===== src/rtl/ddrw_pkg.sv =====
// Package: shared constants and the burst-length decode for the write lane.
// Assumes at most eight beats per burst.
package ddrw_pkg;

    localparam int MAX_BEATS = 8;
    localparam int BEAT_CW   = $clog2(MAX_BEATS + 1);

    typedef enum logic [1:0] {
        BL_TWO   = 2'd0,
        BL_FOUR  = 2'd1,
        BL_EIGHT = 2'd2,
        BL_RSVD  = 2'd3
    } bl_code_e;

    // Beats per burst for a length code; the reserved code gives four.
    function automatic logic [BEAT_CW-1:0] beats_of(input logic [1:0] code);
        case (bl_code_e'(code))
            BL_TWO:   beats_of = BEAT_CW'(2);
            BL_EIGHT: beats_of = BEAT_CW'(8);
            default:  beats_of = BEAT_CW'(4);
        endcase
    endfunction

endpackage


===== src/rtl/ddrw_phase_gen.sv =====
// Module: marks which clk2x slots line up with the controller clock's rising edge.
// Assumes the controller clock is phase-locked so that its rising edge falls on the
// first clk2x slot after reset release.
module ddrw_phase_gen (
    input  logic clk2x,
    input  logic rst_n,
    output logic ck_rise_slot
);

    logic half_q;

    // Toggle once per slot; cleared by reset so slot 0 is a rising-edge slot.
    always_ff @(posedge clk2x) begin
        if (!rst_n) half_q <= 1'b0;
        else        half_q <= ~half_q;
    end

    assign ck_rise_slot = ~half_q;

endmodule


===== src/rtl/ddrw_burst_seq.sv =====
// Module: accepts write commands, fetches beat pairs once per controller clock and
// stages one beat per slot. Assumes the controller presents a pair with the command
// and on each following controller slot of the burst.
module ddrw_burst_seq
    import ddrw_pkg::*;
#(
    parameter int DQ_W = 8,
    parameter int DM_W = 1
) (
    input  logic              clk2x,
    input  logic              rst_n,
    input  logic              ck_rise_slot,
    input  logic              wr_cmd,
    input  logic [1:0]        bl_sel,
    input  logic [2*DQ_W-1:0] wr_data,
    input  logic [2*DM_W-1:0] wr_mask,
    output logic              stage_now,
    output logic              st_vld,
    output logic              st_even,
    output logic [DQ_W-1:0]   st_dq,
    output logic [DM_W-1:0]   st_dm
);

    logic [BEAT_CW-1:0] pairs_left;
    logic [BEAT_CW-1:0] beats_left;
    logic               odd_q;
    logic [2*DQ_W-1:0]  pair_dq;
    logic [2*DM_W-1:0]  pair_dm;
    logic               accept;
    logic               fetch;
    logic [BEAT_CW-1:0] new_len;

    assign new_len   = beats_of(bl_sel);
    assign accept    = ck_rise_slot && wr_cmd && (pairs_left == '0);
    assign fetch     = ck_rise_slot && (pairs_left != '0);
    assign stage_now = (beats_left != '0);

    // Capture a data/mask pair on command acceptance or on a pending fetch.
    always_ff @(posedge clk2x) begin
        if (!rst_n) begin
            pair_dq <= '0;
            pair_dm <= '0;
        end else if (accept || fetch) begin
            pair_dq <= wr_data;
            pair_dm <= wr_mask;
        end
    end

    // Count the pairs still owed by the controller for the current burst.
    always_ff @(posedge clk2x) begin
        if (!rst_n)      pairs_left <= '0;
        else if (accept) pairs_left <= (new_len >> 1) - BEAT_CW'(1);
        else if (fetch)  pairs_left <= pairs_left - BEAT_CW'(1);
    end

    // Count beats left to stage and track which half of the pair comes next.
    always_ff @(posedge clk2x) begin
        if (!rst_n) begin
            beats_left <= '0;
            odd_q      <= 1'b0;
        end else if (accept) begin
            beats_left <= new_len;
            odd_q      <= 1'b0;
        end else if (stage_now) begin
            beats_left <= beats_left - BEAT_CW'(1);
            odd_q      <= ~odd_q;
        end
    end

    // Stage this slot's beat from the earlier or later half of the held pair.
    always_ff @(posedge clk2x) begin
        if (!rst_n) begin
            st_vld  <= 1'b0;
            st_even <= 1'b0;
            st_dq   <= '0;
            st_dm   <= '0;
        end else begin
            st_vld  <= stage_now;
            st_even <= ~odd_q;
            st_dq   <= !stage_now ? '0 :
                       (odd_q ? pair_dq[2*DQ_W-1:DQ_W] : pair_dq[DQ_W-1:0]);
            st_dm   <= !stage_now ? '0 :
                       (odd_q ? pair_dm[2*DM_W-1:DM_W] : pair_dm[DM_W-1:0]);
        end
    end

    // a new burst is only taken once the previous one is on its final beat.
    a_r10_no_overlap: assert property (@(posedge clk2x) disable iff (!rst_n)
        accept |-> (beats_left <= BEAT_CW'(1)));

endmodule


===== src/rtl/ddrw_strobe_gen.sv =====
// Module: builds the strobe level and enable on rising clk2x edges, one slot behind
// the beat staging, giving preamble, per-beat toggling and postamble. Assumes every
// burst has an even number of beats.
module ddrw_strobe_gen (
    input  logic clk2x,
    input  logic rst_n,
    input  logic stage_now,
    input  logic st_vld,
    input  logic st_even,
    output logic dqs,
    output logic dqs_oe
);

    // Enable spans the preamble slot through the postamble slot; level follows beat parity.
    always_ff @(posedge clk2x) begin
        if (!rst_n) begin
            dqs    <= 1'b0;
            dqs_oe <= 1'b0;
        end else begin
            dqs    <= st_vld && st_even;
            dqs_oe <= stage_now || st_vld;
        end
    end

    // the strobe is enabled low first (preamble).
    a_r4_preamble_low: assert property (@(posedge clk2x) disable iff (!rst_n)
        $rose(dqs_oe) |-> !dqs);

    // the last enabled level before release is low (postamble).
    a_r9_postamble_low: assert property (@(posedge clk2x) disable iff (!rst_n)
        $fell(dqs_oe) |-> !$past(dqs));

endmodule


===== src/rtl/ddrw_edge_shift.sv =====
// Module: launches the staged beat on the falling clk2x edge, half a slot before the
// strobe edge that belongs to it. Assumes staged values are zero outside a burst.
module ddrw_edge_shift #(
    parameter int DQ_W = 8,
    parameter int DM_W = 1
) (
    input  logic            clk2x,
    input  logic            rst_n,
    input  logic            st_vld,
    input  logic [DQ_W-1:0] st_dq,
    input  logic [DM_W-1:0] st_dm,
    output logic [DQ_W-1:0] dq,
    output logic [DM_W-1:0] dm,
    output logic            dq_oe
);

    // Falling-edge launch of data, mask and data enable.
    always_ff @(negedge clk2x) begin
        if (!rst_n) begin
            dq    <= '0;
            dm    <= '0;
            dq_oe <= 1'b0;
        end else begin
            dq    <= st_dq;
            dm    <= st_dm;
            dq_oe <= st_vld;
        end
    end

endmodule


===== src/rtl/ddrw_lane_launcher.sv =====
// Module: top of the write-side launcher for one byte lane. Joins the phase marker,
// burst sequencer, strobe generator and falling-edge data launch.
// Assumes clk2x runs at twice the controller clock and reset is synchronous.
module ddrw_lane_launcher #(
    parameter  int DQ_W = 8,
    localparam int DM_W = DQ_W / 8
) (
    input  logic              clk2x,
    input  logic              rst_n,
    input  logic              wr_cmd,
    input  logic [1:0]        bl_sel,
    input  logic [2*DQ_W-1:0] wr_data,
    input  logic [2*DM_W-1:0] wr_mask,
    output logic [DQ_W-1:0]   dq,
    output logic [DM_W-1:0]   dm,
    output logic              dq_oe,
    output logic              dqs,
    output logic              dqs_oe
);

    logic            ck_rise_slot;
    logic            stage_now;
    logic            st_vld;
    logic            st_even;
    logic [DQ_W-1:0] st_dq;
    logic [DM_W-1:0] st_dm;

    ddrw_phase_gen u_phase (
        .clk2x        (clk2x),
        .rst_n        (rst_n),
        .ck_rise_slot (ck_rise_slot)
    );

    ddrw_burst_seq #(.DQ_W(DQ_W), .DM_W(DM_W)) u_seq (
        .clk2x        (clk2x),
        .rst_n        (rst_n),
        .ck_rise_slot (ck_rise_slot),
        .wr_cmd       (wr_cmd),
        .bl_sel       (bl_sel),
        .wr_data      (wr_data),
        .wr_mask      (wr_mask),
        .stage_now    (stage_now),
        .st_vld       (st_vld),
        .st_even      (st_even),
        .st_dq        (st_dq),
        .st_dm        (st_dm)
    );

    ddrw_strobe_gen u_strobe (
        .clk2x     (clk2x),
        .rst_n     (rst_n),
        .stage_now (stage_now),
        .st_vld    (st_vld),
        .st_even   (st_even),
        .dqs       (dqs),
        .dqs_oe    (dqs_oe)
    );

    ddrw_edge_shift #(.DQ_W(DQ_W), .DM_W(DM_W)) u_shift (
        .clk2x  (clk2x),
        .rst_n  (rst_n),
        .st_vld (st_vld),
        .st_dq  (st_dq),
        .st_dm  (st_dm),
        .dq     (dq),
        .dm     (dm),
        .dq_oe  (dq_oe)
    );

    // a driven data beat always sits inside the strobe's enabled window.
    a_r6_data_in_strobe: assert property (@(posedge clk2x) disable iff (!rst_n)
        dq_oe |-> dqs_oe);

    // across consecutive driven beats the strobe changes level every slot.
    a_r5_strobe_toggles: assert property (@(posedge clk2x) disable iff (!rst_n)
        (dq_oe && $past(dq_oe)) |-> (dqs != $past(dqs)));

endmodule


===== config.mk =====
export PLATFORM = sky130hd
export DESIGN_NAME = ddrw_lane_launcher
export DESIGN_NICKNAME = d
export VERILOG_FILES = /design/src/rtl/ddrw_pkg.sv /design/src/rtl/ddrw_phase_gen.sv /design/src/rtl/ddrw_burst_seq.sv /design/src/rtl/ddrw_strobe_gen.sv /design/src/rtl/ddrw_edge_shift.sv /design/src/rtl/ddrw_lane_launcher.sv
export SDC_FILE = /design/constraint.sdc
export NUM_CORES = 1
export LEC_CHECK = 0
export ABC_AREA = 1
export CAP_MARGIN = 20
export CELL_PAD_IN_SITES_DETAIL_PLACEMENT = 0
export CELL_PAD_IN_SITES_GLOBAL_PLACEMENT = 1
export CORE_MARGIN = 1
export CORE_UTILIZATION = 40
export DETAILED_ROUTE_END_ITERATION = 6
export GPL_TIMING_DRIVEN = 0
export PLACE_DENSITY_LB_ADDON = 0.1
export SYNTH_ARGS = -nofsm -noshare
export SYNTH_HDL_FRONTEND = slang
export SYNTH_SLANG_ARGS = --single-unit

===== constraint.sdc =====
create_clock -name clk2x -period 3.85 [get_ports clk2x]
set_input_delay 0.77 -clock clk2x [delete_from_list [all_inputs] [get_ports clk2x]]
set_output_delay 0.77 -clock clk2x [all_outputs]
set_load 0.005 [all_outputs]

==> reports/results.tsv, run 1 <==
stage	metric	value	unit
clocking	cts_root_buf	clkbuf_8	
timing	rsz0062_at_grt	false	
drt	postRouteAntennaNets	0	
synthesis	synth.distinct_cells	25	
timing	final.setup.tns	0	ns
drt	vias	1498	
power_and_ir_drop	p_per_area	727	mW/mm2
clocking	clk_path_buf_depth	2	
power_and_ir_drop	switching_share	37.8	%
power_and_ir_drop	combPwrFrac	37.1	%
synthesis	ys_top_cells_by_area	dfxtp_1 54%, nor2_1 9.6%, nand2_1 9.4%, o21ai_0 5.6%, inv_1 5.0%	
worst_setup_path	crit_family	buffers and inverters	
global_route	grt_pass1_wl	6350	um
global_route	grt_antenna_before_repair	0	
placement	gp_congestion	0.773	
power_and_ir_drop	switchingPower	0.000665	W
die	dieArea	0.00499	mm2
finish	finish.utilization	54.5	%
drt	vias_per_cell	4.39	
clocking	htree_levels	2	
worst_setup_path	crit_arrival	3.05	ns
timing	setup_violations	0	
synthesis	yosysWarnings	0	
synthesis	synthXorXnorAreaFrac	0.464	%
synthesis	yosysTopAreaCellShare	54.1	%
global_route	gr-total-overflow	0	
drt	firstDrtPassIters	6	
timing	slew_viol_final	0	
clocking	clock_sinks	51	
hold_path	hold_class	register to register	
finish	fillers	456	
synthesis	synth-edff-count	0	
clocking	clock_latency	0.35	ns
synthesis	syn_area	0.00189	mm2
synthesis	synthTopCellsByCount	51 x dfxtp_1, 48 x nor2_1, 47 x nand2_1	
clocking	tritoncts	built	
worst_setup_path	max_stage_delay	0.48	ns
power_and_ir_drop	ir_drop	0.000313	V
die	fp.coreArea	0.00444	mm2
clocking	ctsResizeCount	0	
synthesis	syn_inst	239	
die	num_io_pins	35	
drt	post_drt_wl_per_cell	10.6	um
clocking	path_clk_slew	0.09	ns
finish	nets	314	
global_route	grt_use_total	16.4	%
die	die-width	70.7	um
synthesis	synth_most_common_cell	dfxtp_1	
worst_setup_path	critical_path_class	register to output port	
worst_setup_path	crit_path_end_kind	output port	
synthesis	ys_seq_area_share	54.1	%
placement	dp_hpwl	2510	um
run_status	outcome	finished with violations	
synthesis	post-synth-top-area-cell	dfxtp_1	
synthesis	synthAdderAreaFrac	1.99	%
die	core.rowCount	24	
timing	skew	0.0543	ns
finish	synthToLayoutAreaGrowth	28.5	%
worst_setup_path	worst_ep_required_time	3.08	ns
synthesis	synth_top_family_by_area	simple AND/OR/NAND/NOR gates	
drt	drt_iter0_markers	87	
clocking	cts_setup_buffers	0	
clocking	cts_buffers	5	
global_route	grt_pass1_vias	1354	
finish	multiInputGateArea	708	um2
timing	timing_worst_slew_pin_value	0.473	ns
die	start_util	42.4	%
power_and_ir_drop	p_leak	1.29	nW
power_and_ir_drop	p_clk_share	19.4	%
drt	finalWirelength	3610	um
timing	final-hold-violation-count	0	
synthesis	async_reset_ff_share	0	%
timing	maxSlewHeadroom	68.5	%
global_route	grt_max_degree	18	
die	die_y	70.7	um
worst_setup_path	slowest_stage	clkdlybuf4s50_1	
finish	final_cells	341	
clocking	hold_buffers	0	
power_and_ir_drop	p_seq_share	43.5	%
run	drv_cap	0	
synthesis	syn_avg_cell_area	7.89	um2
finish	register_area	0.00102	mm2
finish	layout-drive-gt1-share	7.27	%
worst_setup_path	cp_max_fo	1	
finish	antennaDiodeCount	0	
worst_setup_path	worst-path-buf-inv	1	
synthesis	synth_simple_gate_area_share	24.7	%
synthesis	synth_fp_nets	265	
drt	drcViolationCount	6	
worst_setup_path	start_kind	register	
placement	placed_cells	324	
worst_setup_path	path_cells	clkdlybuf4s50_1	
power_and_ir_drop	p_int	0.00110	W
synthesis	synth_ff_type	dfxtp_1	
synthesis	synth_compound_area_share	10.4	%
synthesis	synth_seq_cells	51	
synthesis	synth.area.mux_share	0	%
run_status	violations	DRC	
placement	port-buffer-count	33	
## layer usage
metal / vias up / global-route usage [%] / wire (um)
li1: 839 / - / -
met1: 619 / 23.2 / 1900
met2: 38 / 25.0 / 1490
met3: 2 / 4.27 / 190
met4: 0 / 4.67 / 23
met5: - / 0 / 0
## flip-flops by register name, indices dropped and copies added (netlist names), 2 cells and up
signal,count
u_seq.pair_dm,2
u_shift.dq,8
u_seq.st_dq,8
u_seq.beats_left,4
u_seq.pairs_left,4
u_seq.pair_dq,16
## layout by cell type (no fill, tap or decap), drive strengths merged
master,synthesis,final
o21ai,21,21
inv,27,37
nand2,49,49
ha,3,3
buf,5,5
clkdlybuf4s50,0,25
clkbuf,4,10
clkinv,1,2
dlymetal6s2s,0,8
nor2,51,51
dfxtp,51,51
nand3b,1,1
a21o,1,1
nand4,2,2
xor2,1,1
nor3,1,1
nand3,5,5
a21oi,16,16
## power groups by stage
stage / clock network, W / logic [W] / registers, W
floorplan: 0.0000176 / 0.000481 / 0.000764
global placement: 0.0000176 / 0.000657 / 0.000777
detailed placement: 0.0000176 / 0.000659 / 0.000777
CTS: 0.000349 / 0.000662 / 0.000767
global route: 0.000377 / 0.000761 / 0.000786
finish: 0.000341 / 0.000653 / 0.000767
## logic make-up after synthesis
group / after synthesis
AND/OR/NAND/NOR: 109
flip-flops: 51
AO/OA/AOI/OAI: 38
buffers and inverters: 37
adder cells (fa/ha/maj): 3
XOR/XNOR: 1
## through the flow
stage | hold WS, ns | instance area [um2] | setup slack (ns) | power (W)
3_5_place_dp | 0.399 | 2280 | 0.258 | 0.00145
3_3_place_gp | 0.402 | 2280 | 0.292 | 0.00145
2_1_floorplan | 0.394 | 1890 | 0.577 | 0.00126
4_1_cts | 0.413 | 2400 | 0.00849 | 0.00178
5_1_grt | 0.443 | 2420 | 0.00475 | 0.00192
6_report | 0.411 | 2420 | 0.0291 | 0.00176
## final cells by class
| type | instances | share of cell area [%] |
|---|---|---|
| sequential | 51 | 42.1 |
| multi-input combinational | 151 | 29.2 |
| timing repair buffer | 33 | 14.5 |
| inverter | 27 | 4.18 |
| clock buffer | 6 | 3.00 |
| tap | 52 | 2.69 |
| clock inverter | 12 | 2.17 |
| buffer | 9 | 2.12 |
## path summary, 6_finish.rpt
kind | depth (start not counted) | endpoint | startpoint | slack, ns
max | 1 | dq[6] | u_shift.dq[6] | 0.03
min | 2 | u_strobe.dqs | u_seq.st_even | 0.41
max reg2reg | 2 | u_shift.dq_oe | u_seq.st_vld | 1.40
min reg2reg | 2 | u_strobe.dqs | u_seq.st_even | 0.41
(Power assumes the default switching activity.)
==> run 2, diff against run 1 <==
Settings changed: GPL_TIMING_DRIVEN 0 to unset.
==> reports/results.tsv, run 2 (synthesized netlist as in run 1, its figures left out) <==
stage	metric	value	unit	change
worst_setup_path	crit_family	flip-flops		was buffers and inverters
worst_setup_path	start_kind	register		unchanged
global_route	grt_max_degree	25		was 18
clocking	clock_sinks	51		unchanged
timing	slew_viol_final	0		unchanged
worst_setup_path	crit_path_end_kind	output port		unchanged
worst_setup_path	worst-path-buf-inv	1		unchanged
worst_setup_path	max_stage_delay	0.29	ns	was 0.48 ns
drt	drt_iter0_markers	85		was 87
power_and_ir_drop	p_leak	1.27	nW	was 1.29 nW
global_route	grt_pass1_wl	6320	um	was 6350 um
power_and_ir_drop	switching_share	38.7	%	was 37.8%
clocking	tritoncts	built		unchanged
drt	vias_per_cell	4.53		was 4.39
drt	post_drt_wl_per_cell	10.7	um	was 10.6 um
placement	gp_congestion	0.687		was 0.773
finish	layout_common_cells	51 x dfxtp_1, 48 x nor2_1, 47 x nand2_1, 34 x inv_1, 24 x clkdlybuf4s50_1		was 51 x dfxtp_1, 48 x nor2_1, 47 x nand2_1, 34 x inv_1, 25 x clkdlybuf4s50_1
power_and_ir_drop	ir_drop	0.000261	V	was 0.000313 V
worst_setup_path	worst_ep_required_time	3.08	ns	about the same
finish	largest_register	u_seq.pair_dq		unchanged
worst_setup_path	path_cells	dlygate4sd2_1		was clkdlybuf4s50_1
die	dieArea	0.00499	mm2	unchanged
worst_setup_path	slowest_stage	dfxtp_1		was clkdlybuf4s50_1
finish	top_regs	u_seq.pair_dq (16), u_seq.st_dq (8), u_shift.dq (8)		unchanged
run_status	outcome	finished with violations		unchanged
finish	final_cells	334		was 341
die	core.rowCount	24		unchanged
timing	skew	0.0637	ns	was 0.0543 ns
power_and_ir_drop	p_seq_share	45.1	%	was 43.5%
timing	final-hold-violation-count	0		unchanged
timing	setup_violations	0		unchanged
clocking	cts_root_buf	clkbuf_8		unchanged
power_and_ir_drop	combPwrFrac	33.9	%	was 37.1%
run	drv_cap	0		unchanged
power_and_ir_drop	switchingPower	0.000668	W	was 0.000665 W
drt	drcViolationCount	6		unchanged
finish	finish.utilization	53.8	%	was 54.5%
die	start_util	42.4	%	unchanged
clocking	cts_buffers	5		unchanged
worst_setup_path	crit_arrival	2.83	ns	was 3.05 ns
placement	dp_hpwl	2380	um	was 2510 um
drt	vias	1513		was 1,498
die	die_y	70.7	um	unchanged
finish	layout-drive-gt1-share	6.38	%	was 7.27%
power_and_ir_drop	p_int	0.00106	W	was 0.00110 W
timing	maxSlewHeadroom	68.5	%	about the same
timing	final.setup.tns	0	ns	unchanged
timing	timing_worst_slew_pin_value	0.473	ns	about the same
drt	postRouteAntennaNets	0		unchanged
worst_setup_path	cp_max_fo	1		unchanged
drt	firstDrtPassIters	6		unchanged
power_and_ir_drop	p_clk_share	21.1	%	was 19.4%
finish	final_common_cell	dfxtp_1		unchanged
power_and_ir_drop	p_per_area	722	mW/mm2	was 727 mW/mm2
clocking	htree_levels	2		unchanged
finish	synthToLayoutAreaGrowth	26.9	%	was 28.5%
finish	antennaDiodeCount	0		unchanged
placement	placed_area	0.00225	mm2	was 0.00228 mm2
drt	finalWirelength	3570	um	was 3610 um
global_route	grt_pass1_vias	1389		was 1,354
global_route	grt_antenna_before_repair	0		unchanged
finish	largest_reg_flops	16		unchanged
placement	port-buffer-count	34		was 33
clocking	clock_latency	0.37	ns	was 0.35 ns
placement	placed_cells	317		was 324
die	fp.coreArea	0.00444	mm2	unchanged
timing	rsz0062_at_grt	false		unchanged
worst_setup_path	critical_path_class	register to output port		unchanged
global_route	gr-total-overflow	0		unchanged
hold_path	hold_class	register to register		unchanged
die	die-width	70.7	um	unchanged
run_status	violations	DRC		unchanged
clocking	clk_path_buf_depth	2		unchanged
die	num_io_pins	35		unchanged
finish	nets	307		was 314
finish	design_area	0.00239	mm2	was 0.00242 mm2
global_route	grt_use_total	16.3	%	was 16.4%
clocking	path_clk_slew	0.10	ns	was 0.09 ns
==> run 2: stage by stage <==
stage / power, W / hold slack, ns / setup slack (ns)
global placement: 0.00140 / 0.406 / 0.125
finish: 0.00173 / 0.416 / 0.247
CTS: 0.00175 / 0.418 / 0.00191
floorplan: 0.00126 / 0.394 / 0.577
global route: 0.00189 / 0.442 / 0.202
detailed placement: 0.00140 / 0.405 / 0.0952
==> run 2: worst paths after layout <==
check                     start            end  slack, ns  depth (start not counted)
hold / removal    u_seq.st_even   u_strobe.dqs       0.42                          2
setup / recovery  u_shift.dq[2]          dq[2]       0.25                          1
hold reg to reg   u_seq.st_even   u_strobe.dqs       0.42                          2
setup reg to reg   u_seq.st_vld  u_shift.dq_oe       1.42                          2
==> run 2: what timing repair did <==
action                     in CTS  in global routing
setup endpoints to repair       3                  7
resized for setup               3                  7
hold buffers                    0                  0
pin swaps                       0                  0
setup buffers                   0                  0
==> run 2: layout make-up <==
cell class / count / area [um2]
clock inverters: 13 / 66.3
repair buffers: 35 / 362
multi-input cells: 151 / 708
fillers: 459 / 2050
inverters: 27 / 101
flip-flops and latches: 51 / 1020
clock buffers: 5 / 68.8
well taps: 52 / 65.1
==> run 2: power groups by stage <==
stage                     Combinational [W]  Clock [W]  Sequential [W]
after global routing               0.000692   0.000405        0.000797
after detailed placement           0.000599  0.0000176        0.000788
final                              0.000585   0.000364        0.000779
after CTS                          0.000600   0.000373        0.000778
after global placement             0.000593  0.0000176        0.000790
after floorplan                    0.000481  0.0000176        0.000764
==> run 2: routing by layer <==
metal / track usage, % / wire [um] / vias to the layer above
li1: - / - / 827
met1: 23.0 / 1890 / 645
met2: 24.1 / 1460 / 37
met3: 3.99 / 189 / 4
met4: 6.44 / 38 / 0
met5: 0 / 0 / -
